==> src/rtl/wfault_entry.sv <==
module wfault_entry #(
  parameter int AW      = 32,
  parameter int PG      = 10,
  parameter int WAYS    = 4,
  parameter int MD_BIT  = 30,
  parameter int RB_BIT  = 29,
  parameter int BL_BIT  = 28,
  parameter logic [11:0] CODE = 12'h080,
  parameter logic [31:0] VOFS = 32'h0000_0100,
  localparam int WW = (WAYS > 1) ? $clog2(WAYS) : 1
) (
  input  logic          clk,
  input  logic          rst_n,
  input  logic          acc_vld,
  input  logic          acc_wr,
  input  logic [AW-1:0] acc_addr,
  input  logic          tlb_hit,
  input  logic          tlb_valid,
  input  logic          tlb_rights_ok,
  input  logic          tlb_dirty,
  input  logic [WW-1:0] tlb_way,
  input  logic [AW-1:0] cur_pc,
  input  logic          in_dslot,
  input  logic [AW-1:0] br_pc,
  input  logic [31:0]   sr_in,
  input  logic [AW-1:0] vbr,
  input  logic          sw_we,
  input  logic [1:0]    sw_sel,
  input  logic [AW-1:0] sw_wdata,
  input  logic          ldtlb,
  output logic          exc_taken,
  output logic [AW-1:0] redir_pc,
  output logic [31:0]   sr_out,
  output logic [31:0]   saved_sr,
  output logic [AW-1:0] saved_pc,
  output logic [11:0]   evt_code,
  output logic [AW-1:0] fault_addr,
  output logic [AW-1:0] ent_hi,
  output logic [AW-1:0] ent_lo,
  output logic [WW-1:0] repl_way,
  output logic          tlb_we,
  output logic [WW-1:0] tlb_wway,
  output logic [AW-1:0] tlb_hi,
  output logic [AW-1:0] tlb_lo
);

  localparam logic [31:0] FORCE = (32'd1 << MD_BIT) | (32'd1 << RB_BIT) | (32'd1 << BL_BIT);

  logic clean_hit, fault;
  assign clean_hit = tlb_hit & tlb_valid & tlb_rights_ok & ~tlb_dirty;
  assign fault     = acc_vld & acc_wr & clean_hit & ~sr_in[BL_BIT];

  always_ff @(posedge clk or negedge rst_n) begin
    if (!rst_n) begin
      exc_taken  <= 1'b0;
      redir_pc   <= '0;
      sr_out     <= '0;
      saved_sr   <= '0;
      saved_pc   <= '0;
      evt_code   <= '0;
      fault_addr <= '0;
      ent_hi     <= '0;
      ent_lo     <= '0;
      repl_way   <= '0;
    end else begin
      exc_taken <= fault;
      if (fault) begin
        ent_hi     <= {acc_addr[AW-1:PG], {PG{1'b0}}};
        fault_addr <= acc_addr;
        evt_code   <= CODE;
        saved_pc   <= in_dslot ? br_pc : cur_pc;
        saved_sr   <= sr_in;
        sr_out     <= sr_in | FORCE;
        repl_way   <= tlb_way;
        redir_pc   <= vbr + VOFS[AW-1:0];
      end else if (sw_we) begin
        if (sw_sel == 2'd0) ent_hi   <= sw_wdata;
        if (sw_sel == 2'd2) repl_way <= sw_wdata[WW-1:0];
      end
      if (sw_we && sw_sel == 2'd1) ent_lo <= sw_wdata;
    end
  end

  assign tlb_we   = ldtlb;
  assign tlb_wway = repl_way;
  assign tlb_hi   = ent_hi;
  assign tlb_lo   = ent_lo;

endmodule


==> config.mk <==
export PLATFORM = sky130hd
export DESIGN_NAME = wfault_entry
export DESIGN_NICKNAME = d
export VERILOG_FILES = /design/src/rtl/wfault_entry.sv
export SDC_FILE = /design/constraint.sdc
export NUM_CORES = 1
export LEC_CHECK = 0
export ABC_AREA = 1
export BUFFER_PORTS_ARGS = -buffer_cell sky130_fd_sc_hd__buf_2
export CAP_MARGIN = 20
export CORE_AREA = 2 2 200 202
export CTS_BUF_LIST = sky130_fd_sc_hd__clkbuf_8
export DETAILED_ROUTE_END_ITERATION = 8
export DIE_AREA = 0 0 202 204
export PLACE_DENSITY = 0.59
export SLEW_MARGIN = 20
export SYNTH_ARGS = -nofsm -noshare
export SYNTH_HDL_FRONTEND = slang
export SYNTH_SLANG_ARGS = --single-unit
export TNS_END_PERCENT = 100
==> constraint.sdc <==
create_clock -name clk -period 2.2 [get_ports clk]
set_input_delay 0.22 -clock clk [delete_from_list [all_inputs] [get_ports clk]]
set_output_delay 0.22 -clock clk [all_outputs]
set_load 0.03 [all_outputs]
==> reports/qor.txt <==
status -> complete, no violations
htree depth -> 4
DRT Wirelength -> 31700 um
die width -> 202 um
combinational share of power -> 36.5%
filler instances -> 4000
# rows -> 73
GRT met3 Usage -> 3.60%
P_leak -> 7.68 nW
maximum vdd drop -> 484 uV
CTS tree -> yes
TNS Setup -> 0 ns
Root Buffer -> clkbuf_8
Max Cap Viol -> 0
GP Congestion -> 0.832
clk_lat worst skew -> 0.51 ns
Critical path origin -> acc_vld
Psw -> 0.00452 W
Core Area -> 39200 sq um
placed wire-length estimate -> 22600 um
TritonRoute pass-1 iters -> 5
Final Hold Viols -> 0
Reg power frac -> 41.5%
routed vias/inst -> 4.16
CP arrival -> 2.19 ns
largest net degree at the start of global routing -> 147
WL per Instance -> 14.5 um
initial DRC count -> 526
Clock power frac -> 22.0%
flop-to-flop setup slack -> 0.98 ns
R2R depth -> 3
post-synthesis sequential area ratio -> 51.6%
clk_skew -> 0 ns
first-pass GRT wire length -> 47900 um
TritonCTS Buffers -> 17
initial antenna violation count -> 0
GRT Residual Overflow -> 0
Power Total -> 0.0110 W
switch share -> 41.1%
multi-input logic area -> 3100 sq um
Resize count post-CTS -> 0
worst setup path endpoint -> repl_way[0]$_DFFE_PN0P_
share of cells above drive strength 1 -> 37.3%
register area -> 4900 sq um
Core Util, Final -> 35.5%
clock transition at the registers of the reported paths -> 0.10 ns
area grow syn2layout -> 46.4%
Port-buffer cells -> 499
Tcrit/Tclk final -> 78.5%
Synth cell types -> 30
fin crit period -> 1.73 ns
final slew viol count -> 0
Crit Path Category -> primary input to flop
drt drc -> 0
unrepaired setup endpoints after global routing -> false
met2 Use GR -> 25.1%
slew margin rel. -> 46.0%
dominant cell type by area after synthesis -> dfrtp_1
Worst setup SP type -> primary input
RR Startpoint -> repl_way[0]$_DFFE_PN0P_
yosys warns -> 0
EDFF count, synth -> 0
vias in the first global route -> 8849
cell area after synthesis -> 9510 sq um
overall global routing resource usage -> 14.8%
Post-Syn Instances -> 1099
CP Data Required Time -> 2.66 ns
nets@finish -> 1866
Die Area -> 41200 sq um
post-synthesis average cell area -> 8.66 sq um
Worst-Margin Slew -> 0.810 ns
Primary FF master, synth -> dfrtp_1
Seq cells post-synth -> 196
Most Used Layer, Global Route -> met2
internal power -> 0.00647 W
f_max -> 0.579 GHz
maximum buffer depth of the clock tree -> 2
power density over cell area -> 790 nW/um^2
Final setup viols -> 0
met1 usage -> 18.0%
critical-path maximum fanout -> 146
asr flop ratio synth -> 100%
TritonCTS Sinks -> 196
Routed Antenna Nets -> 0
worst reg2reg path endpoint -> repl_way[0]$_DFFE_PN0P_
hold depth -> 3
Crit. End Element -> flop
Hold WC Path Type -> primary input to flop
leading cell types by total area after synthesis -> dfrtp_1, nand2_1, buf_4, inv_1, o21ai_1
Yosys top cell area share -> 51.6%
initial core utilization -> 24.3%
via count -> 9144
n_diodes -> 0
io pins -> 513
die height -> 204 um
HP Start -> vbr[16]
## layout make-up
| class | count | area share [%] |
|---|---|---|
| Tap cell | 525 | 4.72 |
| Timing Repair Buffer | 690 | 31.9 |
| Inverter | 115 | 3.10 |
| Sequential cell | 196 | 35.2 |
| Clock buffer | 19 | 1.88 |
| Multi-Input combinational cell | 638 | 22.3 |
| Clock inverter | 13 | 0.944 |
## registers in the layout, summed over array words and instances (netlist names)
name,cells
saved_pc,32
redir_pc,32
ent_lo,32
fault_addr,32
saved_sr,3
ent_hi,32
sr_out,30
exc_taken,1
repl_way,2
## power groups by stage
stage	logic (W)	registers (W)	clock network, W
floorplan	0.00173	0.00564	0
global placement	0.00375	0.00461	0
detailed placement	0.00377	0.00462	0
CTS	0.00403	0.00456	0.00255
global route	0.00426	0.00463	0.00267
finish	0.00401	0.00456	0.00242
## placed cells by master (no fill, tap or decap), types with 21 or more instances in the layout
master,instances
buf_2,498
dfrtp_1,196
dlygate4sd3_1,169
inv_1,110
mux2_2,24
nand2_1,342
nand3_1,27
nor2_1,21
o21ai_0,73
o21ai_1,77
## cells by family (layout without fill, tap and decap cells)
family          Yosys count  after routing  share of synthesized area [%]
compound gates          183            183                           11.0
xor+xnor                  8              8                          0.737
fa+ha+maj                 1              1                          0.132
buf+inv                 275            837                           16.4
flops                   196            196                           51.6
mux                      24             24                           2.84
other cells               1             11                         0.0394
simple gates            411            411                           17.3
## worst min-delay path by stage
| stage | to |
|---|---|
| 3_5_place_dp | sr_out[31]$_DFFE_PN0P_ |
| 5_1_grt | saved_pc[16]$_DFFE_PN0P_ |
| 6_report | redir_pc[16]$_DFFE_PN0P_ |
| 2_1_floorplan | ent_hi[0]$_DFFE_PN0P_ |
| 4_1_cts | saved_pc[26]$_DFFE_PN0P_ |
| 3_3_place_gp | sr_out[31]$_DFFE_PN0P_ |
## synthesized netlist by cell type, drive strengths merged, types with 2 or more instances
cell type  count
nand2        346
xnor2          3
o211ai         8
buf          151
dfrtp        196
xor2           5
nand3         29
or2            4
o21ai        170
inv          115
nor2          27
o21bai         3
mux2          24
a31oi          2
nand4          4
clkbuf         9
## routing by layer
layer	wire (um)	share of wire (%)
met5	0	0
met4	900	2.8
met3	2020	6.3
met2	15600	49
met1	13300	42
## repair_timing
action / CTS / global route
setup buffers: 0 / 0
hold buffers: 169 / 0
endpoints found under the hold margin: 213 / 0
## metrics by stage
stage                     area (sq um)  worst slack [ns]  cells  hold slack [ns]
after floorplan                   9550             0.967   1109          -0.0756
after global placement           11800             0.418   1995            0.221
after detailed placement         11800             0.427   1995            0.221
after CTS                        13900             0.562   2196          0.00123
after global routing             13900             0.424   2196           0.0457
final                            13900             0.473   2196           0.0587
## worst max-delay path: stages
cell and delay, ns:
buf_2 0.10, nand2_1 0.09, nor2_1 0.09, nand2_4 0.14
buf_12 0.40, nand2_1 0.20, a31oi_1 0.20, dlygate4sd3_1 0.56
(Power assumes the default switching activity.)
